[config.mk]
export PLATFORM = sky130hd
export DESIGN_NAME = cpu_irq_front
export DESIGN_NICKNAME = d
export VERILOG_FILES = /design/src/rtl/cpu_irq_pkg.sv /design/src/rtl/cpu_irq_sync.sv /design/src/rtl/cpu_irq_nmi_latch.sv /design/src/rtl/cpu_irq_rst_qual.sv /design/src/rtl/cpu_irq_arb.sv /design/src/rtl/cpu_irq_front.sv
export SDC_FILE = /design/constraint.sdc
export NUM_CORES = 1
export LEC_CHECK = 0
export ABC_AREA = 1
export ABC_CLOCK_PERIOD_IN_PS = 2360
export BUFFER_PORTS_ARGS = -buffer_cell sky130_fd_sc_hd__buf_2
export CAP_MARGIN = 25
export CORE_MARGIN = 4
export CORE_UTILIZATION = 50
export CTS_CLUSTER_DIAMETER = 150
export DETAILED_ROUTE_END_ITERATION = 8
export GPL_ROUTABILITY_DRIVEN = 1
export GPL_TIMING_DRIVEN = 0
export PLACE_DENSITY_LB_ADDON = 0.15
export RECOVER_POWER = 25
export SLEW_MARGIN = 25
export SYNTH_ARGS = -nofsm -noshare
export SYNTH_HDL_FRONTEND = slang
export SYNTH_SLANG_ARGS = --single-unit
[constraint.sdc]
create_clock -name clk -period 2.36 [get_ports clk]
set_clock_uncertainty 0.2 [all_clocks]
set_input_delay 0.472 -clock clk [delete_from_list [all_inputs] [get_ports clk]]
set_output_delay 0.472 -clock clk [all_outputs]
set_load 0.05 [all_outputs]
[src/rtl/cpu_irq_pkg.sv]
// Shared parameters and types for the interrupt and reset front-end.
package cpu_irq_pkg;
    // Bit positions of the raw pins inside the synchronizer bundle.
    localparam int PIN_INTR  = 0;
    localparam int PIN_NMI   = 1;
    localparam int PIN_RESET = 2;
    localparam int PIN_TEST  = 3;
    localparam int PIN_COUNT = 4;

    // Source of the request currently raised to the core.
    typedef enum logic [0:0] {
        SRC_MASKABLE = 1'b0,
        SRC_NMI      = 1'b1
    } irq_src_e;
endpackage

[src/rtl/cpu_irq_sync.sv]
// Multi-flop synchronizer bank.
// Each bit of async_in passes through STAGES flops clocked by clk.
// Assumes the inputs are independent levels. No bus coherence is implied.
module cpu_irq_sync #(
    parameter int WIDTH  = 4,
    parameter int STAGES = 2
) (
    input  logic             clk,
    input  logic             rst_n,
    input  logic [WIDTH-1:0] async_in,
    output logic [WIDTH-1:0] sync_out
);
    logic [WIDTH-1:0] stage_q [STAGES];

    for (genvar s = 0; s < STAGES; s++) begin : g_stage
        if (s == 0) begin : g_first
            // Capture the raw pins.
            always_ff @(posedge clk) begin
                if (!rst_n) stage_q[0] <= '0;
                else        stage_q[0] <= async_in;
            end
        end else begin : g_next
            // Shift through the later stages.
            always_ff @(posedge clk) begin
                if (!rst_n) stage_q[s] <= '0;
                else        stage_q[s] <= stage_q[s-1];
            end
        end
    end

    assign sync_out = stage_q[STAGES-1];
endmodule

[src/rtl/cpu_irq_nmi_latch.sv]
// Rising-edge detector and pending latch for the non-maskable request.
// Assumes nmi_s is already synchronized. clr is a one-cycle pulse when the
// core accepts the request. flush is the qualified core reset.
module cpu_irq_nmi_latch (
    input  logic clk,
    input  logic rst_n,
    input  logic nmi_s,
    input  logic clr,
    input  logic flush,
    output logic pend
);
    logic nmi_prev;
    logic edge_seen;

    assign edge_seen = nmi_s & ~nmi_prev;

    // Remember the previous synchronized level for edge detection.
    always_ff @(posedge clk) begin
        if (!rst_n) nmi_prev <= 1'b0;
        else        nmi_prev <= nmi_s;
    end

    // Set on an edge, clear on acceptance or flush. An edge in the same cycle wins over the clear.
    always_ff @(posedge clk) begin
        if (!rst_n || flush) pend <= 1'b0;
        else                 pend <= edge_seen | (pend & ~clr);
    end
endmodule

[src/rtl/cpu_irq_rst_qual.sv]
// Reset length qualifier.
// Counts consecutive high samples of the synchronized reset. A count only
// starts once the reset has been seen low since the block's own reset.
// core_rst rises after RST_MIN samples and falls one cycle after a low sample.
module cpu_irq_rst_qual #(
    parameter int RST_MIN = 4
) (
    input  logic clk,
    input  logic rst_n,
    input  logic rst_s,
    output logic core_rst
);
    localparam int CNT_W = $clog2(RST_MIN + 1);
    localparam logic [CNT_W-1:0] CNT_LAST = CNT_W'(RST_MIN - 1);

    logic [CNT_W-1:0] high_cnt;
    logic             seen_low;

    // Count high samples and assert the qualified reset at the limit.
    always_ff @(posedge clk) begin
        if (!rst_n) begin
            high_cnt <= '0;
            seen_low <= 1'b0;
            core_rst <= 1'b0;
        end else if (!rst_s) begin
            high_cnt <= '0;
            seen_low <= 1'b1;
            core_rst <= 1'b0;
        end else if (seen_low && !core_rst) begin
            if (high_cnt == CNT_LAST) core_rst <= 1'b1;
            else                      high_cnt <= high_cnt + 1'b1;
        end
    end
endmodule

[src/rtl/cpu_irq_arb.sv]
// Boundary arbiter.
// At an instruction boundary it raises one request: the pending non-maskable
// one first, otherwise the enabled maskable level. The request holds until
// acknowledged. Assumes ack is only pulsed while take is high.
module cpu_irq_arb
    import cpu_irq_pkg::*;
#(
    parameter int                TYPE_W    = 8,
    parameter logic [TYPE_W-1:0] INTR_TYPE = TYPE_W'(8'h20),
    parameter logic [TYPE_W-1:0] NMI_TYPE  = TYPE_W'(2)
) (
    input  logic              clk,
    input  logic              rst_n,
    input  logic              instr_end,
    input  logic              nmi_pend,
    input  logic              intr_s,
    input  logic              if_flag,
    input  logic              ack,
    input  logic              flush,
    output logic              take,
    output irq_src_e          src,
    output logic [TYPE_W-1:0] type_code,
    output logic              nmi_clr
);
    // Accepting a raised non-maskable request releases its pending latch.
    assign nmi_clr = take & ack & (src == SRC_NMI);

    // Raise, hold and drop the request toward the core.
    always_ff @(posedge clk) begin
        if (!rst_n || flush) begin
            take      <= 1'b0;
            src       <= SRC_MASKABLE;
            type_code <= '0;
        end else if (take) begin
            if (ack) take <= 1'b0;
        end else if (instr_end) begin
            if (nmi_pend) begin
                take      <= 1'b1;
                src       <= SRC_NMI;
                type_code <= NMI_TYPE;
            end else if (intr_s && if_flag) begin
                take      <= 1'b1;
                src       <= SRC_MASKABLE;
                type_code <= INTR_TYPE;
            end
        end
    end
endmodule

[src/rtl/cpu_irq_front.sv]
// Interrupt and reset front-end of a small CPU core.
// Synchronizes the raw control pins and qualifies the reset length. At each
// instruction boundary it decides which interrupt, if any, the core enters.
// Assumes the core holds instr_end for one cycle per instruction.
module cpu_irq_front
    import cpu_irq_pkg::*;
#(
    parameter int                TYPE_W      = 8,
    parameter logic [TYPE_W-1:0] INTR_TYPE   = TYPE_W'(8'h20),
    parameter logic [TYPE_W-1:0] NMI_TYPE    = TYPE_W'(2),
    parameter int                SYNC_STAGES = 2,
    parameter int                RST_MIN     = 4
) (
    input  logic              clk,
    input  logic              rst_n,
    input  logic              pin_intr,
    input  logic              pin_nmi,
    input  logic              pin_reset,
    input  logic              pin_test,
    input  logic              instr_end,
    input  logic              if_flag,
    input  logic              irq_ack,
    output logic              irq_take,
    output logic [TYPE_W-1:0] irq_type,
    output logic              irq_is_nmi,
    output logic              core_rst,
    output logic              test_sync
);
    logic [PIN_COUNT-1:0] raw_pins;
    logic [PIN_COUNT-1:0] sync_pins;
    logic                 nmi_pend;
    logic                 nmi_clr;
    irq_src_e             take_src;

    assign raw_pins[PIN_INTR]  = pin_intr;
    assign raw_pins[PIN_NMI]   = pin_nmi;
    assign raw_pins[PIN_RESET] = pin_reset;
    assign raw_pins[PIN_TEST]  = pin_test;

    cpu_irq_sync #(
        .WIDTH (PIN_COUNT),
        .STAGES(SYNC_STAGES)
    ) u_sync (
        .clk     (clk),
        .rst_n   (rst_n),
        .async_in(raw_pins),
        .sync_out(sync_pins)
    );

    cpu_irq_rst_qual #(
        .RST_MIN(RST_MIN)
    ) u_rst_qual (
        .clk     (clk),
        .rst_n   (rst_n),
        .rst_s   (sync_pins[PIN_RESET]),
        .core_rst(core_rst)
    );

    cpu_irq_nmi_latch u_nmi (
        .clk  (clk),
        .rst_n(rst_n),
        .nmi_s(sync_pins[PIN_NMI]),
        .clr  (nmi_clr),
        .flush(core_rst),
        .pend (nmi_pend)
    );

    cpu_irq_arb #(
        .TYPE_W   (TYPE_W),
        .INTR_TYPE(INTR_TYPE),
        .NMI_TYPE (NMI_TYPE)
    ) u_arb (
        .clk      (clk),
        .rst_n    (rst_n),
        .instr_end(instr_end),
        .nmi_pend (nmi_pend),
        .intr_s   (sync_pins[PIN_INTR]),
        .if_flag  (if_flag),
        .ack      (irq_ack),
        .flush    (core_rst),
        .take     (irq_take),
        .src      (take_src),
        .type_code(irq_type),
        .nmi_clr  (nmi_clr)
    );

    assign irq_is_nmi = (take_src == SRC_NMI);
    assign test_sync  = sync_pins[PIN_TEST];
endmodule

# Word level (Yosys, flattened, before mapping)
# Memory sizes are Yosys's and may differ from the RTL's.
# Cells that the tools add are included.
classes:
  addsub: 1
  mux: 13
  reduce_logical: 10
  n_eq_ne: 1
  bitwise_logic: 11
ops:
  columns: ["op", "count"]
  rows:
  - ["$mux W8", 2]
  - ["$mux W1", 9]
  - ["$mux W4", 2]
  - ["$reduce_and A2 Y1", 3]
  - ["$and A1 B1 Y1", 4]
  - ["$not A1 Y1", 4]
  - ["$add A3 B1 Y3 const B", 1]
  - ["$eq A3 B2 Y1 const B", 1]
  - ["$or A1 B1 Y1", 3]
  - ["$reduce_and A3 Y1", 1]
  - ["$logic_and A1 B1 Y1", 2]
  - ["$logic_not A1 Y1", 2]
  - ["$reduce_bool A2 Y1", 1]
  - ["$logic_or A1 B1 Y1", 1]
word_totals:
  elab_cells: 45
  output_inout_bits: 12
  regBits: 17
  ramBits: 8
  inputBits: 9
  n_memories: 1
mem_list:
  columns: ["name", "words", "width", "read_ports", "rd_clocked_by_memory_dff", "write_ports", "line", "text"]
  rows:
  - ["u_sync.stage_q", 2, 4, 2, 0, 2, "cpu_irq_sync.sv:13", "logic [WIDTH-1:0] stage_q [STAGES];"]

# Depth between registers and ports, before layout
depth:
  ltp_word: 5
  ltp_mapped: 6

# By module
# From an unflattened synthesis, not the netlist that was laid out.
hier_totals:
  cells_unflattened: 102
  area_unflattened_um2: 757.0
modules_own_cells:
  columns: ["module", "area_each_um2", "seq_area_each_um2", "cells_per_inst", "instances"]
  rows:
  - ["cpu_irq_rst_qual", 236.5, 100.1, 33, 1]
  - ["cpu_irq_sync", 225.2, 160.2, 25, 1]
  - ["cpu_irq_arb", 216.5, 60.1, 33, 1]
  - ["cpu_irq_nmi_latch", 78.8, 40.0, 11, 1]

# Worst setup path before layout
# Ideal clock, no wire load.
synth_path:
  path_type: "reg2out"
  startpoint: "register u_arb.type_code[1]"
  endpoint: "output port irq_type[1]"
  arrival_time_ns: 0.932
  path_stages_with_launch: 2
  path_slack_ns: 0.756
  path_cell_list: "dfxtp_1 buf_4"
synth_lines:
  columns: ["item", "line", "text"]
  rows:
  - ["from (decl)", "cpu_irq_arb.sv:22", "output logic [TYPE_W-1:0] type_code,"]
  - ["from (signal assigned)", "cpu_irq_arb.sv:33", "type_code <= '0;"]
  - ["from (signal assigned)", "cpu_irq_arb.sv:40", "type_code <= NMI_TYPE;"]
  - ["from (signal assigned)", "cpu_irq_arb.sv:44", "type_code <= INTR_TYPE;"]
  - ["to (decl)", "cpu_irq_front.sv:24", "output logic [TYPE_W-1:0] irq_type,"]
# No word-level cell between the ends.

# Worst setup path after layout
layout_path:
  startpoint: "register u_arb.type_code[1]"
  endpoint: "output port irq_type[1]"
# No word-level cell between the ends.

==> metrics.txt <==
# TYPE chip_impl_metric gauge
chip_impl_info{name="outcome",value="finished clean"} 1
chip_impl_metric{name="ys_seq_area_share",unit="%"} 48.32
chip_impl_metric{name="via_per_inst",unit=""} 4.182
chip_impl_info{name="worstHoldPathType",value="in -> reg"} 1
chip_impl_info{name="crit_path_end_kind",value="primary output"} 1
chip_impl_metric{name="start_util",unit="%"} 55.24
chip_impl_metric{name="power_share_of_the_combinational_group",unit="%"} 14.3
chip_impl_metric{name="initial_antenna_violation_count",unit=""} 0
chip_impl_metric{name="syn_area_per_cell",unit="sq um"} 7.933
chip_impl_metric{name="clock_group_share_of_total_power",unit="%"} 31.3
chip_impl_metric{name="postCtsHoldBufs",unit=""} 0
chip_impl_metric{name="die_h",unit="um"} 46.62
chip_impl_metric{name="postLayoutCoreUtil",unit="%"} 65.34
chip_impl_metric{name="power_density",unit="mW/mm^2"} 670.6
chip_impl_metric{name="max_cap_violations",unit=""} 0
chip_impl_metric{name="core_region_area",unit="sq mm"} 0.001350
chip_impl_metric{name="final.min_clock_period",unit="ns"} 1.710
chip_impl_metric{name="grt_first_pass_wirelength",unit="um"} 1738
chip_impl_metric{name="overflow",unit=""} 0
chip_impl_metric{name="remaining_drc_errors",unit=""} 0
chip_impl_info{name="rsz0062_at_grt",value="false"} 1
chip_impl_info{name="worst_r2r_endpoint",value="u_rst_qual.high_cnt[2]"} 1
chip_impl_info{name="crit_path_start_kind",value="register"} 1
chip_impl_metric{name="final_layout_size_suffix_gt1_share",unit="%"} 27.35
chip_impl_metric{name="fp-row-count",unit=""} 13
chip_impl_info{name="post_synth_most_frequent_cells",value="sky130_fd_sc_hd__inv_1 (22), sky130_fd_sc_hd__nand2_1 (21), sky130_fd_sc_hd__dfxtp_1 (18)"} 1
chip_impl_metric{name="critical_path.max_fanout",unit=""} 4
chip_impl_metric{name="post-route-period-util",unit="%"} 72.47
chip_impl_metric{name="cts.repair.resized",unit=""} 0
chip_impl_metric{name="totalPowerFinal",unit="mW"} 0.5915
chip_impl_info{name="dominantRegCellSynth",value="sky130_fd_sc_hd__dfxtp_1"} 1
chip_impl_metric{name="drt-pass1-iter-count",unit=""} 4
chip_impl_metric{name="cts.reportedPaths.clkPinSlew",unit="ns"} 0.10
chip_impl_info{name="criticalPathCategory",value="reg -> out"} 1
chip_impl_metric{name="finalWirelength",unit="um"} 1058
chip_impl_metric{name="drt_iter0_markers",unit=""} 4
chip_impl_metric{name="finalSetupViolations",unit=""} 0
chip_impl_metric{name="required_arrival_time_at_the_worst_endpoint",unit="ns"} 1.69
chip_impl_metric{name="power.share.sequential",unit="%"} 54.4
chip_impl_info{name="synth_top_cell_by_area",value="sky130_fd_sc_hd__dfxtp_1"} 1
chip_impl_metric{name="post_synth_instance_area",unit="sq um"} 745.7
chip_impl_metric{name="power.internal",unit="mW"} 0.4360
chip_impl_metric{name="synth.yosys.warnings",unit=""} 0
chip_impl_metric{name="max-clock-path-buffers",unit=""} 2
chip_impl_info{name="min-delay-start",value="pin_intr"} 1
chip_impl_metric{name="postSynthRegisterBits",unit=""} 18
chip_impl_metric{name="io_buffer_count",unit=""} 14
chip_impl_info{name="clock_tree.root_cell",value="sky130_fd_sc_hd__clkbuf_4"} 1
chip_impl_metric{name="place.gp.congestion",unit=""} 0.7691
chip_impl_metric{name="insertion_delay",unit="ns"} 0.29
chip_impl_info{name="hold-path-endpoint",value="u_sync.stage_q[0][0]"} 1
chip_impl_metric{name="switchingPower",unit="mW"} 0.1556
chip_impl_metric{name="nets",unit=""} 129
chip_impl_info{name="tritoncts",value="built"} 1
chip_impl_info{name="ys_top_cells_by_area",value="sky130_fd_sc_hd__dfxtp_1 (48%), sky130_fd_sc_hd__inv_1 (11%), sky130_fd_sc_hd__nand2_1 (11%), sky130_fd_sc_hd__buf_4 (7.0%), sky130_fd_sc_hd__a21oi_1 (4.0%)"} 1
chip_impl_metric{name="netlist-cell-type-count",unit=""} 17
chip_impl_metric{name="htree_levels",unit=""} 1
chip_impl_metric{name="power_switching_share",unit="%"} 26.30
chip_impl_metric{name="wire_per_inst",unit="um"} 8.015
chip_impl_metric{name="synth_enable_flop_cells",unit=""} 0
chip_impl_metric{name="num_vias",unit=""} 552
chip_impl_metric{name="max_clock_freq",unit="GHz"} 0.5847
chip_impl_metric{name="count_of_mapped_cells_out_of_synthesis",unit=""} 94
chip_impl_metric{name="ios",unit=""} 21
chip_impl_metric{name="area_delta_synth_final",unit="%"} 18.29
chip_impl_metric{name="track_usage",unit="%"} 11.83
chip_impl_metric{name="static-leakage-power",unit="nW"} 0.5305
chip_impl_metric{name="dp_hpwl",unit="um"} 844.1
chip_impl_metric{name="hold_viol_final",unit=""} 0
chip_impl_metric{name="timing.hold.worst_path_depth",unit=""} 3
chip_impl_metric{name="timing.final.max_slew_violations",unit=""} 0
chip_impl_metric{name="post-synth-top-area-fraction",unit="%"} 48.32
chip_impl_metric{name="cts_made_buffers",unit=""} 3
chip_impl_metric{name="num-fill-cells",unit=""} 125
chip_impl_metric{name="first_global_vias",unit=""} 469
chip_impl_metric{name="num_clock_sinks",unit=""} 18
chip_impl_metric{name="antenna_violating_nets_post_route",unit=""} 0
chip_impl_metric{name="data_arrival_time_at_the_worst_slack_endpoint",unit="ns"} 1.04
chip_impl_metric{name="post_cts.repair.setup_buffers",unit=""} 0
chip_impl_metric{name="totalNegativeSetupSlack",unit="ns"} 0
chip_impl_metric{name="fp.dieW",unit="um"} 46.62
chip_impl_metric{name="ir_worst_vdd",unit="mV"} 0.3557
chip_impl_metric{name="share_of_synthesized_flip_flops_with_an_asynchronous_set_or_reset",unit="%"} 0
chip_impl_metric{name="hold-worst-slack",unit="ns"} 0.1545
chip_impl_info{name="r2r-start",value="u_rst_qual.high_cnt[0]"} 1
chip_impl_metric{name="n_antenna_cell",unit=""} 0
chip_impl_metric{name="grt_max_degree",unit=""} 11
chip_impl_info{name="yosysMostFrequentCell",value="sky130_fd_sc_hd__inv_1"} 1
chip_impl_metric{name="dieArea",unit="sq mm"} 0.002173
chip_impl_metric{name="rrSetupSlack",unit="ns"} 0.98
chip_impl_metric{name="worst-r2r-cell-count",unit=""} 5
==> power by group through the flow <==
stage / sequential [mW] / combinational [mW] / clock (mW)
6_report: 0.322 / 0.0844 / 0.185
5_1_grt: 0.324 / 0.0930 / 0.204
4_1_cts: 0.322 / 0.0862 / 0.192
3_5_place_dp: 0.329 / 0.0859 / 0
3_3_place_gp: 0.329 / 0.0845 / 0
2_1_floorplan: 0.339 / 0.0601 / 0
==> critical path, cell delays in order, from the launching register on <==
cell and delay, ns:
sky130_fd_sc_hd__dfxtp_1 0.39, sky130_fd_sc_hd__buf_4 0.12, sky130_fd_sc_hd__buf_2 0.24
==> cells in the final DEF, fill, tap and decap left out, types with 2 or more instances in the layout <==
cell type and instances:
sky130_fd_sc_hd__a21oi_1 6, sky130_fd_sc_hd__buf_2 14, sky130_fd_sc_hd__buf_4 7, sky130_fd_sc_hd__clkbuf_4 3, sky130_fd_sc_hd__conb_1 6, sky130_fd_sc_hd__dfxtp_1 18, sky130_fd_sc_hd__ha_1 2, sky130_fd_sc_hd__inv_1 22
sky130_fd_sc_hd__inv_2 2, sky130_fd_sc_hd__nand2_1 21, sky130_fd_sc_hd__nand3_1 2, sky130_fd_sc_hd__nor2_1 4, sky130_fd_sc_hd__o21ai_1 3
==> routing by layer <==
metal	global-route usage [%]	up-vias	share of wire, %
met5	0	-	0
met4	8.287	0	3.0
met3	3.516	5	11
met2	18.96	21	42
met1	13.21	222	45
li1	-	304	-
==> final cells by class <==
cell class / instances / area (sq um) / area share, %
inverters: 25 / 95.09 / 10.78
plain buffers: 8 / 56.30 / 6.383
clock buffers: 4 / 36.28 / 4.113
flip-flops and latches: 18 / 360.3 / 40.85
repair buffers: 14 / 70.07 / 7.943
well taps: 15 / 18.77 / 2.128
multi-input cells: 48 / 245.2 / 27.80
==> how the worst max path moves through the flow <==
stage | start | endpoint | slack [ns]
after floorplan | u_arb.type_code[1] | irq_type[1] | 0.76
after global placement | u_arb.type_code[1] | irq_type[1] | 0.98
after detailed placement | u_arb.type_code[1] | irq_type[1] | 0.96
after CTS | u_arb.type_code[1] | irq_type[1] | 0.62
after global routing | u_arb.type_code[1] | irq_type[1] | 0.59
final | u_arb.type_code[1] | irq_type[1] | 0.65
==> cells by family (layout without fill, tap and decap cells) <==
| logic type | Yosys count | after routing | share of synthesized area [%] |
|---|---|---|---|
| buffers and inverters | 33 | 51 | 21.31 |
| adders and majority gates | 2 | 2 | 3.355 |
| other | 1 | 6 | 0.5029 |
| and+or+nand+nor | 31 | 31 | 20.47 |
| AOI/OAI and AO/OA | 9 | 9 | 6.040 |
| DFF | 18 | 18 | 48.32 |
==> state kept, by name, summed over array words and instances, names as in the netlist <==
signal               cells
u_sync.stage_q           8
u_rst_qual.high_cnt      3
u_arb.type_code          2
u_arb.take               1
u_nmi.nmi_prev           1
u_nmi.pend               1
u_rst_qual.core_rst      1
u_rst_qual.seen_low      1
==> stage by stage <==
| step | setup slack [ns] | std cells | area (sq um) |
|---|---|---|---|
| after floorplan | 0.7559 | 99 | 764.5 |
| after global placement | 0.9824 | 128 | 853.3 |
| after detailed placement | 0.9560 | 128 | 853.3 |
| after CTS | 0.6217 | 132 | 889.6 |
| after global routing | 0.5859 | 132 | 882.1 |
| final | 0.6496 | 132 | 882.1 |
Note: power is estimated with default switching activity, not from simulation.
